$ cat config.mk
export PLATFORM = sky130hd
export DESIGN_NAME = blk_flush_unit
export DESIGN_NICKNAME = d
export VERILOG_FILES = /design/src/rtl/blk_flush_pkg.sv /design/src/rtl/blk_flush_decode.sv /design/src/rtl/blk_flush_agen.sv /design/src/rtl/blk_flush_fsm.sv /design/src/rtl/blk_flush_unit.sv
export SDC_FILE = /design/constraint.sdc
export NUM_CORES = 1
export LEC_CHECK = 0
export CORE_ASPECT_RATIO = 2
export CORE_MARGIN = 2
export CORE_UTILIZATION = 32
export CTS_CLUSTER_DIAMETER = 60
export DETAILED_ROUTE_END_ITERATION = 6
export GPL_TIMING_DRIVEN = 0
export PLACE_DENSITY = 0.67
export SLEW_MARGIN = 20
export SYNTH_ARGS = -nofsm -noshare
export SYNTH_HDL_FRONTEND = slang
export SYNTH_SLANG_ARGS = --single-unit
$ cat constraint.sdc
create_clock -name clk -period 3.76 [get_ports clk]
set_input_delay 0.752 -clock clk [delete_from_list [all_inputs] [get_ports clk]]
set_output_delay 0.752 -clock clk [all_outputs]
set_load 0.05 [all_outputs]
$ cat src/rtl/blk_flush_pkg.sv
package blk_flush_pkg;
    localparam logic [5:0] PRIMARY_OP = 6'd31;
    localparam logic [9:0] EXT_OP     = 10'd86;

    typedef enum logic [2:0] {
        ST_IDLE,
        ST_LOOKUP,
        ST_WRITEBACK,
        ST_INVALIDATE,
        ST_SYNC
    } flush_state_e;
endpackage

$ cat src/rtl/blk_flush_decode.sv
module blk_flush_decode
    import blk_flush_pkg::*;
(
    input  logic [31:0] insn,
    output logic        is_flush,
    output logic [4:0]  base_reg,
    output logic [4:0]  index_reg
);
    logic [5:0] unused_resv;

    assign is_flush    = (insn[31:26] == PRIMARY_OP) && (insn[10:1] == EXT_OP);
    assign base_reg    = insn[20:16];
    assign index_reg   = insn[15:11];
    assign unused_resv = {insn[25:21], insn[0]};
endmodule

$ cat src/rtl/blk_flush_agen.sv
module blk_flush_agen #(
    parameter int ADDR_W = 32,
    parameter int IDX_W  = 4,
    parameter int OFF_W  = 4,
    localparam int TAG_W = ADDR_W - IDX_W - OFF_W
) (
    input  logic [4:0]        base_reg,
    input  logic [ADDR_W-1:0] base_val,
    input  logic [ADDR_W-1:0] index_val,
    output logic [IDX_W-1:0]  line_idx,
    output logic [TAG_W-1:0]  line_tag
);
    logic [ADDR_W-1:0] base_term;
    logic [ADDR_W-1:0] sum;
    logic [OFF_W-1:0]  unused_off;

    assign base_term  = (base_reg == 5'd0) ? '0 : base_val;
    assign sum        = base_term + index_val;
    assign line_idx   = sum[OFF_W +: IDX_W];
    assign line_tag   = sum[ADDR_W-1 -: TAG_W];
    assign unused_off = sum[OFF_W-1:0];
endmodule

$ cat src/rtl/blk_flush_fsm.sv
module blk_flush_fsm
    import blk_flush_pkg::*;
#(
    parameter int ADDR_W = 32,
    parameter int IDX_W  = 4,
    parameter int OFF_W  = 4,
    localparam int TAG_W  = ADDR_W - IDX_W - OFF_W,
    localparam int WCNT_W = OFF_W - 2
) (
    input  logic              clk,
    input  logic              rst_n,
    input  logic              cmd_ok,
    input  logic [4:0]        cmd_base,
    input  logic [4:0]        cmd_index,
    input  logic              sync_valid,
    input  logic [IDX_W-1:0]  look_idx,
    input  logic [TAG_W-1:0]  look_tag,
    input  logic              ch_valid,
    input  logic              ch_dirty,
    input  logic [TAG_W-1:0]  ch_tag,
    input  logic [31:0]       ch_rdata,
    input  logic              mem_ack,
    output logic              busy,
    output logic              flush_done,
    output logic              sync_done,
    output logic [4:0]        rf_addr_a,
    output logic [4:0]        rf_addr_b,
    output logic [IDX_W-1:0]  ch_index,
    output logic [WCNT_W-1:0] ch_word,
    output logic              ch_inval,
    output logic              mem_req,
    output logic [ADDR_W-1:0] mem_addr,
    output logic [31:0]       mem_wdata
);
    localparam logic [WCNT_W-1:0] LAST_WORD = '1;

    typedef struct packed {
        flush_state_e      state;
        logic [4:0]        base;
        logic [4:0]        index;
        logic [IDX_W-1:0]  idx;
        logic [TAG_W-1:0]  tag;
        logic [WCNT_W-1:0] wcnt;
        logic              fdone;
        logic              sdone;
    } ctrl_t;

    ctrl_t ctl_d, ctl_q;
    logic  hit;

    assign hit = ch_valid && (ch_tag == look_tag);

    always_comb begin
        ctl_d       = ctl_q;
        ctl_d.fdone = 1'b0;
        ctl_d.sdone = 1'b0;
        case (ctl_q.state)
            ST_IDLE: begin
                if (cmd_ok) begin
                    ctl_d.state = ST_LOOKUP;
                    ctl_d.base  = cmd_base;
                    ctl_d.index = cmd_index;
                end else if (sync_valid) begin
                    ctl_d.state = ST_SYNC;
                end
            end
            ST_LOOKUP: begin
                ctl_d.idx  = look_idx;
                ctl_d.tag  = look_tag;
                ctl_d.wcnt = '0;
                if (!hit) begin
                    ctl_d.state = ST_IDLE;
                    ctl_d.fdone = 1'b1;
                end else if (ch_dirty) begin
                    ctl_d.state = ST_WRITEBACK;
                end else begin
                    ctl_d.state = ST_INVALIDATE;
                end
            end
            ST_WRITEBACK: begin
                if (mem_ack) begin
                    if (ctl_q.wcnt == LAST_WORD) begin
                        ctl_d.state = ST_INVALIDATE;
                    end else begin
                        ctl_d.wcnt = ctl_q.wcnt + 1'b1;
                    end
                end
            end
            ST_INVALIDATE: begin
                ctl_d.state = ST_IDLE;
                ctl_d.fdone = 1'b1;
            end
            ST_SYNC: begin
                ctl_d.state = ST_IDLE;
                ctl_d.sdone = 1'b1;
            end
            default: ctl_d.state = ST_IDLE;
        endcase
    end

    always_ff @(posedge clk) begin
        if (!rst_n) begin
            ctl_q <= '{state: ST_IDLE, default: '0};
        end else begin
            ctl_q <= ctl_d;
        end
    end

    assign busy       = (ctl_q.state != ST_IDLE);
    assign flush_done = ctl_q.fdone;
    assign sync_done  = ctl_q.sdone;
    assign rf_addr_a  = ctl_q.base;
    assign rf_addr_b  = ctl_q.index;
    assign ch_index   = (ctl_q.state == ST_LOOKUP) ? look_idx : ctl_q.idx;
    assign ch_word    = ctl_q.wcnt;
    assign ch_inval   = (ctl_q.state == ST_INVALIDATE);
    assign mem_req    = (ctl_q.state == ST_WRITEBACK);
    assign mem_addr   = {ctl_q.tag, ctl_q.idx, ctl_q.wcnt, 2'b00};
    assign mem_wdata  = ch_rdata;

    // request and address hold steady until acknowledged
    p_req_hold_r5: assert property (@(posedge clk) disable iff (!rst_n)
        (mem_req && !mem_ack) |=> (mem_req && $stable(mem_addr)));

    // each acknowledge below the last word moves to the next word
    p_word_step_r5: assert property (@(posedge clk) disable iff (!rst_n)
        (mem_req && mem_ack && ch_word != LAST_WORD) |=>
        (mem_req && ch_word == WCNT_W'($past(ch_word) + 1'b1)));

    // invalidation is a single cycle, followed by the done pulse
    p_inval_pulse_r6: assert property (@(posedge clk) disable iff (!rst_n)
        ch_inval |=> (!ch_inval && flush_done));

    // no write-back runs during invalidation
    p_inval_quiet_r6: assert property (@(posedge clk) disable iff (!rst_n)
        !(ch_inval && mem_req));

    // completion pulses only when no longer busy
    p_done_idle_r7: assert property (@(posedge clk) disable iff (!rst_n)
        (flush_done || sync_done) |-> !busy);

    // synchronize never completes with a write-back outstanding
    p_sync_clear_r9: assert property (@(posedge clk) disable iff (!rst_n)
        sync_done |-> !mem_req);
endmodule

$ cat src/rtl/blk_flush_unit.sv
module blk_flush_unit #(
    parameter int ADDR_W = 32,
    parameter int IDX_W  = 4,
    parameter int OFF_W  = 4,
    localparam int TAG_W  = ADDR_W - IDX_W - OFF_W,
    localparam int WCNT_W = OFF_W - 2
) (
    input  logic              clk,
    input  logic              rst_n,
    input  logic              cmd_valid,
    input  logic [31:0]       cmd_insn,
    input  logic              sync_valid,
    output logic              busy,
    output logic              flush_done,
    output logic              sync_done,
    output logic [4:0]        rf_addr_a,
    output logic [4:0]        rf_addr_b,
    input  logic [ADDR_W-1:0] rf_data_a,
    input  logic [ADDR_W-1:0] rf_data_b,
    output logic [IDX_W-1:0]  ch_index,
    output logic [WCNT_W-1:0] ch_word,
    input  logic              ch_valid,
    input  logic              ch_dirty,
    input  logic [TAG_W-1:0]  ch_tag,
    input  logic [31:0]       ch_rdata,
    output logic              ch_inval,
    output logic              mem_req,
    output logic [ADDR_W-1:0] mem_addr,
    output logic [31:0]       mem_wdata,
    input  logic              mem_ack
);
    logic             is_flush;
    logic [4:0]       dec_base;
    logic [4:0]       dec_index;
    logic [IDX_W-1:0] look_idx;
    logic [TAG_W-1:0] look_tag;

    blk_flush_decode u_decode (
        .insn      (cmd_insn),
        .is_flush  (is_flush),
        .base_reg  (dec_base),
        .index_reg (dec_index)
    );

    blk_flush_agen #(.ADDR_W(ADDR_W), .IDX_W(IDX_W), .OFF_W(OFF_W)) u_agen (
        .base_reg  (rf_addr_a),
        .base_val  (rf_data_a),
        .index_val (rf_data_b),
        .line_idx  (look_idx),
        .line_tag  (look_tag)
    );

    blk_flush_fsm #(.ADDR_W(ADDR_W), .IDX_W(IDX_W), .OFF_W(OFF_W)) u_fsm (
        .clk        (clk),
        .rst_n      (rst_n),
        .cmd_ok     (cmd_valid && is_flush),
        .cmd_base   (dec_base),
        .cmd_index  (dec_index),
        .sync_valid (sync_valid),
        .look_idx   (look_idx),
        .look_tag   (look_tag),
        .ch_valid   (ch_valid),
        .ch_dirty   (ch_dirty),
        .ch_tag     (ch_tag),
        .ch_rdata   (ch_rdata),
        .mem_ack    (mem_ack),
        .busy       (busy),
        .flush_done (flush_done),
        .sync_done  (sync_done),
        .rf_addr_a  (rf_addr_a),
        .rf_addr_b  (rf_addr_b),
        .ch_index   (ch_index),
        .ch_word    (ch_word),
        .ch_inval   (ch_inval),
        .mem_req    (mem_req),
        .mem_addr   (mem_addr),
        .mem_wdata  (mem_wdata)
    );
endmodule

==> results of run 1 <==
metrics by stage:
| stage | utilization [%] | std cells | instance area [µm²] | setup TNS [ns] |
|---|---|---|---|---|
| after floorplan | - | 755 | 5640 | 0 |
| after global placement | 46.1 | 1168 | 7930 | -14.40 |
| after detailed placement | 46.2 | 1168 | 7940 | -13.94 |
| after CTS | 49.3 | 1185 | 8470 | -1.77 |
| after global routing | 52.4 | 1207 | 9000 | -2.60 |
| final | 52.4 | 1207 | 9000 | -1.74 |
what timing repair did:
action                                  CTS  global route
pin swaps                                21            38
hold endpoints to repair                  0             0
gates cloned                              2             0
setup buffers                            10            24
endpoints found under the setup margin   26            14
gates resized for setup                  94            85
final timing paths:
check,end,depth (start not counted),from,slack (ns)
worst max register to register,u_fsm.flush_done,16,u_fsm.rf_addr_a[0],-0.40
worst min register to register,u_fsm.rf_addr_b[1],2,u_fsm.rf_addr_b[1],0.46
worst min-delay path,u_fsm.rf_addr_b[1],2,u_fsm.rf_addr_b[1],0.46
worst max-delay path,u_fsm.flush_done,16,u_fsm.rf_addr_a[0],-0.40
final cells by class:
type | instances | area (µm²) | area share [%]
multi-input combinational | 580 | 4470 | 49.7
clock buffer | 7 | 143 | 1.59
inverter | 14 | 52.6 | 0.584
clock inverter | 1 | 30.0 | 0.334
sequential | 45 | 911 | 10.1
timing repair buffer | 239 | 2340 | 26.0
tap | 210 | 263 | 2.92
buffer | 111 | 783 | 8.71
cell usage after synthesis, types with 4 or more instances:
| library cell | count | area share, % |
|---|---|---|
| nand2_1 | 105 | 7.0 |
| buf_4 | 78 | 10 |
| a21oi_1 | 45 | 4.0 |
| dfxtp_1 | 45 | 16 |
| o21ai_0 | 41 | 3.7 |
| nor2_1 | 40 | 2.7 |
| nor2b_1 | 33 | 3.7 |
| ha_1 | 31 | 6.9 |
| and2_1 | 25 | 2.8 |
| clkbuf_1 | 25 | 1.7 |
| xnor2_1 | 21 | 3.3 |
| nand3_1 | 20 | 1.8 |
| a21boi_0 | 19 | 2.5 |
| inv_1 | 14 | 0.94 |
| xor2_1 | 13 | 2.0 |
| buf_2 | 12 | 1.1 |
| a21o_1 | 9 | 1.2 |
| o21a_1 | 9 | 1.2 |
| a211o_1 | 8 | 1.2 |
| a211oi_1 | 8 | 1.1 |
| nand3b_1 | 8 | 1.1 |
| nand4_1 | 8 | 0.89 |
| o21ai_1 | 8 | 0.71 |
| a31oi_1 | 7 | 0.78 |
| nor3_1 | 7 | 0.62 |
| o211ai_1 | 7 | 0.94 |
| and3_1 | 6 | 0.67 |
| nor4_1 | 6 | 0.67 |
| nor3b_1 | 5 | 0.67 |
| or3_1 | 5 | 0.56 |
| and4_1 | 4 | 0.62 |
| mux2i_1 | 4 | 0.71 |
| o31ai_1 | 4 | 0.54 |
| xnor3_1 | 4 | 1.6 |
| xor3_1 | 4 | 1.7 |
routing by layer:
metal / part of all wire [%] / GRT usage (%) / vias up
met5: 0 / 0 / -
met1: 34 / 19.9 / 2912
met4: 6.0 / 12.2 / 0
li1: - / - / 3088
met3: 4.1 / 1.90 / 62
met2: 56 / 43.7 / 263
logic make-up (layout without fill, tap and decap cells):
family / count (synthesis) / count (layout) / share of synthesized area [%]
flip-flops: 45 / 45 / 16.1
AO/OA/AOI/OAI: 205 / 205 / 25.3
adder cells (fa/ha/maj): 31 / 31 / 6.91
multiplexers: 5 / 5 / 0.915
XOR/XNOR: 42 / 42 / 8.61
AND/OR/NAND/NOR: 295 / 295 / 28.0
other: 1 / 2 / 0.0669
buffers and inverters: 130 / 372 / 14.2
flip-flops by register name, indices dropped and copies added, names as in the netlist:
name              cells
u_fsm.mem_addr       28
u_fsm.flush_done      1
u_fsm.rf_addr_a       5
u_fsm.ch_word         2
u_fsm.ctl_q           3
u_fsm.sync_done       1
u_fsm.rf_addr_b       5
critical path: cells and delay by family (launching register included):
family / cells / cell delay, ns
XOR/XNOR: 1 / 0.28
AND/OR/NAND/NOR: 8 / 1.83
adder cells (fa/ha/maj): 1 / 0.28
flip-flops: 1 / 0.35
AO/OA/AOI/OAI: 3 / 0.89
buffers and inverters: 3 / 0.40
where the power goes:
| part | total, mW | internal, mW | switching [mW] |
|---|---|---|---|
| Combinational | 0.522 | 0.271 | 0.251 |
| Clock | 0.515 | 0.332 | 0.182 |
| Sequential | 0.478 | 0.476 | 0.00134 |
| Total | 1.51 | 1.08 | 0.435 |
==> impl_metrics.tcl, run 1 <==
set metrics [dict create \
    antenna_found_initial 0 \
    final_wirelength_mm 21.4 \
    hold_class "reg -> reg" \
    gp_congestion 0.982 \
    start_util_pct 32.6 \
    clkSinkCount 45 \
    synth-edff-count 0 \
    cts_hold_buf 0 \
    synth_cell_types 80 \
    netlist_instances 754 \
    synth_area_per_cell_um2 7.44 \
    fmax_ghz 0.240 \
    hold_viol 0 \
    cts.path.max_buffers 2 \
    total_clock_buffers_created_by_cts 5 \
    pin_count 244 \
    worst_slew_pin_slew_ns 0.781 \
    via_count 6325 \
    timing.critical_path.from_type "flip-flop" \
    detail_route.vias_per_cell 5.24 \
    dpl.hpwl_mm 17.9 \
    die_y_um 191 \
    post-route-min-period_ns 4.16 \
    drv_slew 0 \
    detail_route.wl_per_cell_um 17.7 \
    endpoint_kind "flip-flop" \
    synth-async-reset-ratio_pct 0 \
    postLayoutSetupSlackWorst_ns -0.399 \
    power.density_cell_area_mw_per_mm2 168 \
    ant_nets 0 \
    num_antenna_cells 0 \
    most_frequent_standard_cell_in_the_layout_excluding_fill_and_tap_cells "clkdlybuf4s50_1" \
    setup.worst_path.class "reg -> reg" \
    die_w_um 97.6 \
    coreArea_mm2 0.0172 \
    htree_num_levels 2 \
    clock_tree_from_tritoncts "yes" \
    synthFlopType "dfxtp_1" \
    timing.critical_path.required_ns 3.94 \
    run_status "finished, violations left" \
    detail_route.iter0.violations 262 \
    worst_ep_arrival_time_ns 4.34 \
    ir_drop_mv 0.193 \
    globalRouteTotalUtil_pct 21.3 \
    std_cell_rows 68 \
    die-area_mm2 0.0187 \
    cts_root_buffer "clkbuf_16" \
    timing.clock.skew_ns 0.00436 \
    path_cells "or4_4 > nor2_4 > buf_12 > clkbuf_8 > nor2b_1 > ha_1 > buf_6 > and4_4 > nand3_4 > a211oi_4 > o21a_4 > xor3_1 > nor4bb_4 > and4bb_1 > nand4_4 > o21ba_4" \
    worstPathMaxFanout 5 \
    failing_checks "setup timing" \
    finalCritPeriodShare_pct 111 \
    clkLatencyLatePin_ns 0.29 \
    synthToLayoutAreaGrowth_pct 60.4 \
    critical-path-max-stage-delay_ns 0.55 \
    dp_worst_setup_slack_ns -1.29 \
    ys_seq_elements 45 \
    portBuffers 203 \
    yosysWarnings 0 \
    grt-ovfl-total 0 \
    finalNetCount 1186 \
    first_global_vias 6090 \
    p_leak_nw 3.63 \
    n_fill_cell 1656 \
    layout.cells.most_common_list "199 x clkdlybuf4s50_1, 110 x buf_4, 101 x nand2_1" \
    cts.clk_slew.worst_paths_ns 0.06 \
    drtPass1Iterations 5 \
    wire_length_of_the_first_global_routing_pass_mm 31.5 \
    rsz0062_at_grt "yes" \
    worst_path_max_delay_cell "or4_4" \
    drv_cap 0 \
    final_setup_violation_count 7 \
    synth.yosys.seq_area_share_pct 16.1 \
    synth_area_mm2 0.00561 \
    route.detailed.drc 0 \
    grt_start_max_net_pins 14 \
    timing.hold.ws_ns 0.459 \
    slew-limit-headroom_pct 46.6 \
    fin_total_pwr_mw 1.51 \
    layout-drive-gt1-share_pct 25.4 \
]
(Power assumes the default switching activity.)
==> inputs of run 2 (changes only) <==
--- a/config.mk
+++ b/config.mk
@@ -7,11 +7,11 @@
 export LEC_CHECK = 0
 export CORE_ASPECT_RATIO = 2
 export CORE_MARGIN = 2
-export CORE_UTILIZATION = 32
+export CORE_UTILIZATION = 40
 export CTS_CLUSTER_DIAMETER = 60
 export DETAILED_ROUTE_END_ITERATION = 6
 export GPL_TIMING_DRIVEN = 0
-export PLACE_DENSITY = 0.67
+export PLACE_DENSITY = 0.81
 export SLEW_MARGIN = 20
 export SYNTH_ARGS = -nofsm -noshare
 export SYNTH_HDL_FRONTEND = slang
==> run 2 against run 1 <==
Against the previous run: the flow still finishes with violations (setup timing); clock power decreased by 4%; worst hold slack improved by 0.0042 ns; combinational power increased by 4.4%.
==> impl_metrics.tcl, run 2 (synthesized netlist as in run 1, its figures left out) <==
set metrics [dict create \
    run_status "finished, violations left" \
    failing_checks "setup timing" \
    switching_share_pct 29.2 \
    clock_tree_from_tritoncts "yes" \
    pwr-share-comb_pct 35.9 \
    antenna_found_initial 0 \
    final_setup_violation_count 7 \
    slew-limit-headroom_pct 52.2 \
    worstRegToRegCells 17 \
    ir_drop_mv 0.205 \
    coreArea_mm2 0.0138 \
    die_y_um 171 \
    totalNegativeSetupSlack_ns -1.41 \
    synthToLayoutAreaGrowth_pct 67.6 \
    clkSinkCount 45 \
    fmax_ghz 0.244 \
    std_cell_rows 61 \
    grt_start_max_net_pins 15 \
    hold_viol 0 \
    dpl.hpwl_mm 17.3 \
    pin_count 244 \
    clock_power_share_pct 32.7 \
    detail_route.iter0.violations 333 \
    route.detailed.drc 0 \
    p_leak_nw 3.77 \
    intPower_mw 1.08 \
    ant_nets 0 \
    layout.cells.most_common_list "199 x clkdlybuf4s50_1, 125 x buf_4, 99 x nand2_1" \
    cts_root_buffer "clkbuf_16" \
    largest_register_ffs 28 \
    clkLatencyLatePin_ns 0.29 \
    timing.clock.skew_ns 0.00726 \
    die_w_um 87.7 \
    drv_slew 0 \
    grt-ovfl-total 0 \
    pwr-share-seq_pct 31.4 \
    first_global_vias 6479 \
    drv_cap 0 \
    cts.clk_slew.worst_paths_ns 0.06 \
    endpoint_kind "flip-flop" \
    timing.critical_path.from_type "flip-flop" \
    hold_class "reg -> reg" \
    hold-path-cell-count 2 \
    detail_route.wl_per_cell_um 18.3 \
    start_util_pct 40.6 \
    final_wirelength_mm 22.1 \
    postLayoutSetupSlackWorst_ns -0.332 \
    postLayoutCoreUtil_pct 68.1 \
    finalNetCount 1208 \
    post-route-min-period_ns 4.09 \
    wire_length_of_the_first_global_routing_pass_mm 32.8 \
    total_clock_buffers_created_by_cts 5 \
    worst_ep_arrival_time_ns 4.28 \
    die-area_mm2 0.0150 \
    layout-drive-gt1-share_pct 28.5 \
    reg2reg_setup_slack_ns -0.33 \
    finalCritPeriodShare_pct 109 \
    via_count 6528 \
    fin_total_pwr_mw 1.52 \
    timing.critical_path.required_ns 3.95 \
    setup.worst_path.class "reg -> reg" \
    detail_route.vias_per_cell 5.40 \
    globalRouteTotalUtil_pct 28.1 \
    cts.path.max_buffers 2 \
    most_frequent_standard_cell_in_the_layout_excluding_fill_and_tap_cells "clkdlybuf4s50_1" \
    rsz0062_at_grt "yes" \
    total_switching_power_mw 0.443 \
    n_fill_cell 1115 \
    power.density_cell_area_mw_per_mm2 162 \
    htree_num_levels 2 \
    worstPathMaxFanout 7 \
    portBuffers 203 \
    drtPass1Iterations 5 \
    gp_congestion 1.04 \
    num_antenna_cells 0 \
    worst_slew_pin_slew_ns 0.699 \
]
run 2: final timing paths:
kind,from,to
setup reg to reg,u_fsm.rf_addr_a[1],u_fsm.flush_done
hold / removal,u_fsm.mem_addr[29],u_fsm.mem_addr[29]
setup / recovery,u_fsm.rf_addr_a[1],u_fsm.flush_done
hold reg to reg,u_fsm.mem_addr[29],u_fsm.mem_addr[29]
run 2: cell type report:
class                   instances  area [µm²]  area share [%]
multi-input cells             580        4680            49.8
repair buffers                262        2540            27.0
flip-flops and latches         45         908            9.66
plain buffers                 110         817            8.69
well taps                     189         236            2.51
clock buffers                   6         129            1.37
inverters                      14        52.6           0.559
clock inverters                 2        38.8           0.413
run 2: metal layers:
| layer | global-route usage [%] | routed length [µm] |
|---|---|---|
| met1 | 26.3 | 7210 |
| met2 | 55.0 | 12600 |
| met3 | 2.98 | 1030 |
| met4 | 17.9 | 1300 |
| met5 | 0 | 0 |
run 2: what timing repair did:
action,CTS,global route
cloned,2,0
setup buffers,35,23
resized for setup,175,51
endpoints found under the setup margin,26,12
pin swaps,50,51
hold buffers,0,0
run 2: power by group through the flow:
stage | Combinational [mW] | Clock, mW | Sequential [mW]
after floorplan | 0.260 | 0 | 0.491
after global placement | 0.474 | 0 | 0.490
after detailed placement | 0.477 | 0 | 0.490
after CTS | 0.519 | 0.500 | 0.478
after global routing | 0.571 | 0.514 | 0.478
final | 0.545 | 0.496 | 0.478
run 2: worst max-delay path, stage by stage, from the launching register on:
cell,delay [ns]
dfxtp_4,0.35
or4_4,0.56
nor2_4,0.12
buf_12,0.14
buf_8,0.11
buf_4,0.11
nor2b_1,0.04
ha_1,0.26
buf_2,0.19
a21oi_4,0.17
o21a_2,0.17
or3b_1,0.37
or3_4,0.35
and4_1,0.21
a211oi_2,0.18
and4bb_1,0.28
nand4_4,0.15
o21ba_1,0.21
run 2: through the flow:
stage                     hold WS, ns  instance area [µm²]  std cells  worst slack (ns)
after floorplan                 0.441                 5640        755            0.0256
after global placement          0.449                 7910       1147             -1.22
after detailed placement        0.458                 7910       1147             -1.21
after CTS                       0.466                 9000       1186            -0.250
after global routing            0.493                 9400       1208            -0.429
final                           0.463                 9400       1208            -0.332
==> inputs of run 3 (changes only) <==
==> constraint.sdc (replaced) <==
create_clock -name clk -period 3.45 [get_ports clk]
set_input_delay 0.69 -clock clk [delete_from_list [all_inputs] [get_ports clk]]
set_output_delay 0.69 -clock clk [all_outputs]
set_load 0.05 [all_outputs]
==> run 3 against run 2 <==
Against the previous run: worst hold slack lost 0.0047 ns; highest routed layer unchanged; the run still ends with setup timing left; clock power rose by 12%; worst setup slack got worse by 0.30 ns; power increased by 10%; largest power group unchanged; sequential cell count stayed put; cell count is 1.6% lower.
==> impl_metrics.tcl, run 3 (synthesized netlist as in run 1, its figures left out) <==
set metrics [dict create \
    run_status "finished, violations left" \
    failing_checks "setup timing" \
    top_usage_layer "met2" \
    cts_root_buffer "clkbuf_16" \
    fmax_ghz 0.245 \
    num_antenna_cells 0 \
    power.density_cell_area_mw_per_mm2 181 \
    synthToLayoutAreaGrowth_pct 65.0 \
    pwr-share-comb_pct 35.6 \
    worst_hold_path.endpoint "u_fsm.mem_addr[17]" \
    drv_cap 0 \
    clkLatencyLatePin_ns 0.28 \
    largest_register_ffs 28 \
    ir_drop_mv 0.299 \
    globalRouteMet3Util_pct 3.12 \
    first_global_vias 6552 \
    p_leak_nw 3.70 \
    layout-drive-gt1-share_pct 27.8 \
    dp_worst_setup_slack_ns -1.12 \
    worst_path_max_delay_cell "or4_4" \
    endpoint_kind "flip-flop" \
    combined_buffer_and_inverter_count_along_the_critical_path 2 \
    total_switching_power_mw 0.488 \
    std_cell_rows 61 \
    hold_class "reg -> reg" \
    dpl_cell_area_mm2 0.00796 \
    switching_share_pct 29.1 \
    slew-limit-headroom_pct 55.3 \
    die-area_mm2 0.0150 \
    pin_count 244 \
    finalNetCount 1189 \
    gp_congestion 1.00 \
    cts.clk_slew.worst_paths_ns 0.06 \
    grt_util_met2_pct 53.5 \
    worst_slew_pin_slew_ns 0.662 \
    postLayoutCoreUtil_pct 67.0 \
    rsz0062_at_grt "yes" \
    detail_route.iter0.violations 358 \
    pwr-share-seq_pct 31.1 \
    grt-ovfl-total 0 \
    setup.worst_path.class "reg -> reg" \
    finalCritPeriodShare_pct 118 \
    start_util_pct 40.6 \
    r2r-end "u_fsm.ctl_q[42]" \
    total_clock_buffers_created_by_cts 5 \
    clkSinkCount 45 \
    portBuffers 203 \
    finalInstanceArea_mm2 0.00925 \
    detail_route.vias_per_cell 5.49 \
    reg2reg_setup_slack_ns -0.64 \
    critPathTopFamily "simple AND/OR/NAND/NOR gates" \
    grt_start_max_net_pins 14 \
    route.detailed.drc 0 \
    worstPathMaxFanout 5 \
    critical-path-max-stage-delay_ns 0.56 \
    worstHoldStart "u_fsm.mem_addr[17]" \
    clock_power_share_pct 33.3 \
    via_count 6528 \
    totalNegativeSetupSlack_ns -4.27 \
    regToRegStartpoint "u_fsm.rf_addr_a[1]" \
    timing.critical_path.from_type "flip-flop" \
    htree_num_levels 2 \
    antenna_found_initial 0 \
    final_wirelength_mm 22.4 \
    hold-path-cell-count 2 \
    drv_slew 0 \
    coreArea_mm2 0.0138 \
    path_cells "or4_4 > nor2_4 > buf_12 > clkbuf_16 > nor2b_1 > ha_1 > a21o_1 > a211oi_4 > a21oi_4 > a2111oi_4 > xor3_2 > nor4bb_4 > and4bb_1 > nand4_4 > o31ai_2" \
    post-route-min-period_ns 4.09 \
    clock_tree_from_tritoncts "yes" \
    most_frequent_standard_cell_in_the_layout_excluding_fill_and_tap_cells "clkdlybuf4s50_1" \
    grt.met1_usage_pct 25.2 \
    cts.path.max_buffers 2 \
    timing.critical_path.required_ns 3.64 \
    final_setup_violation_count 16 \
    intPower_mw 1.19 \
    detail_route.wl_per_cell_um 18.9 \
    timing.clock.skew_ns 0.00479 \
    postLayoutSetupSlackWorst_ns -0.637 \
    drtPass1Iterations 5 \
    wire_length_of_the_first_global_routing_pass_mm 32.5 \
    dpl.hpwl_mm 17.7 \
    hold_viol 0 \
    die_y_um 171 \
    worst_ep_arrival_time_ns 4.28 \
    worstRegToRegCells 15 \
    die_w_um 87.7 \
    ant_nets 0 \
    globalRouteTotalUtil_pct 28.1 \
    layout.cells.most_common_list "199 x clkdlybuf4s50_1, 110 x buf_4, 95 x nand2_1" \
    fin_total_pwr_mw 1.67 \
]
[run 3: cell count changes in the layout (fill, tap and decap cells not counted), moves of 4 or more]
cell / before / now
buf_4: 125 / 110
buf_6: 21 / 13
nand2_2: 3 / 9
nor2b_1: 28 / 33
o21ai_0: 32 / 27
buf_8: 4 / 0
ha_1: 18 / 22
nand2_1: 99 / 95
xnor2_1: 17 / 13
xnor2_2: 3 / 7
[run 3: per-stage QoR]
stage                     hold WS, ns  std cells
final                           0.458       1189
after global routing            0.476       1189
after CTS                       0.457       1174
after detailed placement        0.459       1147
after global placement          0.448       1147
after floorplan                 0.441        755
[run 3: cell type report]
class / count / area, µm²
plain buffers: 112 / 821
multi-input cells: 580 / 4690
repair buffers: 241 / 2370
clock inverters: 1 / 30.0
inverters: 14 / 52.6
fillers: 1121 / 4560
flip-flops and latches: 45 / 910
well taps: 189 / 236
clock buffers: 7 / 143
[run 3: timing repair]
action	CTS	global route
cloned	2	0
pin swaps	38	30
hold endpoints to repair	0	0
buffers inserted	21	15
endpoints found under the setup margin	28	26
hold buffers	0	0
resized for setup	137	76
[run 3: worst reg2reg max path, delay by kind of cell, from the launching register on]
family	cells	cell delay, ns
AND/OR/NAND/NOR	6	1.36
AO/OA/AOI/OAI	5	1.35
XOR/XNOR	1	0.36
flip-flops	1	0.34
adder cells (fa/ha/maj)	1	0.30
buffers and inverters	2	0.29
[run 3: per-layer routing]
metal | wire length (µm) | up-vias
li1 | - | 3095
met1 | 7040 | 3014
met2 | 12200 | 318
met3 | 1020 | 101
met5 | 0 | -
met4 | 2140 | 0
[run 3: how the worst max path moves through the flow]
stage                                   to          startpoint  cells past startpoint  slack (ns)
after global placement         ch_index[3]  u_fsm.rf_addr_a[3]                     13       -1.06
after floorplan           u_fsm.flush_done  u_fsm.rf_addr_a[3]                     15       -0.20
after CTS                  u_fsm.ctl_q[42]  u_fsm.rf_addr_a[1]                     15       -0.67
final                      u_fsm.ctl_q[42]  u_fsm.rf_addr_a[1]                     15       -0.64
after global routing       u_fsm.ctl_q[42]  u_fsm.rf_addr_a[1]                     15       -0.76
after detailed placement       ch_index[3]  u_fsm.rf_addr_a[3]                     13       -1.12
[run 3: power by group through the flow]
stage	registers [mW]	logic, mW	clock network, mW
after floorplan	0.535	0.286	0
after CTS	0.520	0.566	0.558
after global placement	0.533	0.527	0
after global routing	0.520	0.626	0.579
after detailed placement	0.533	0.529	0
final	0.520	0.597	0.557
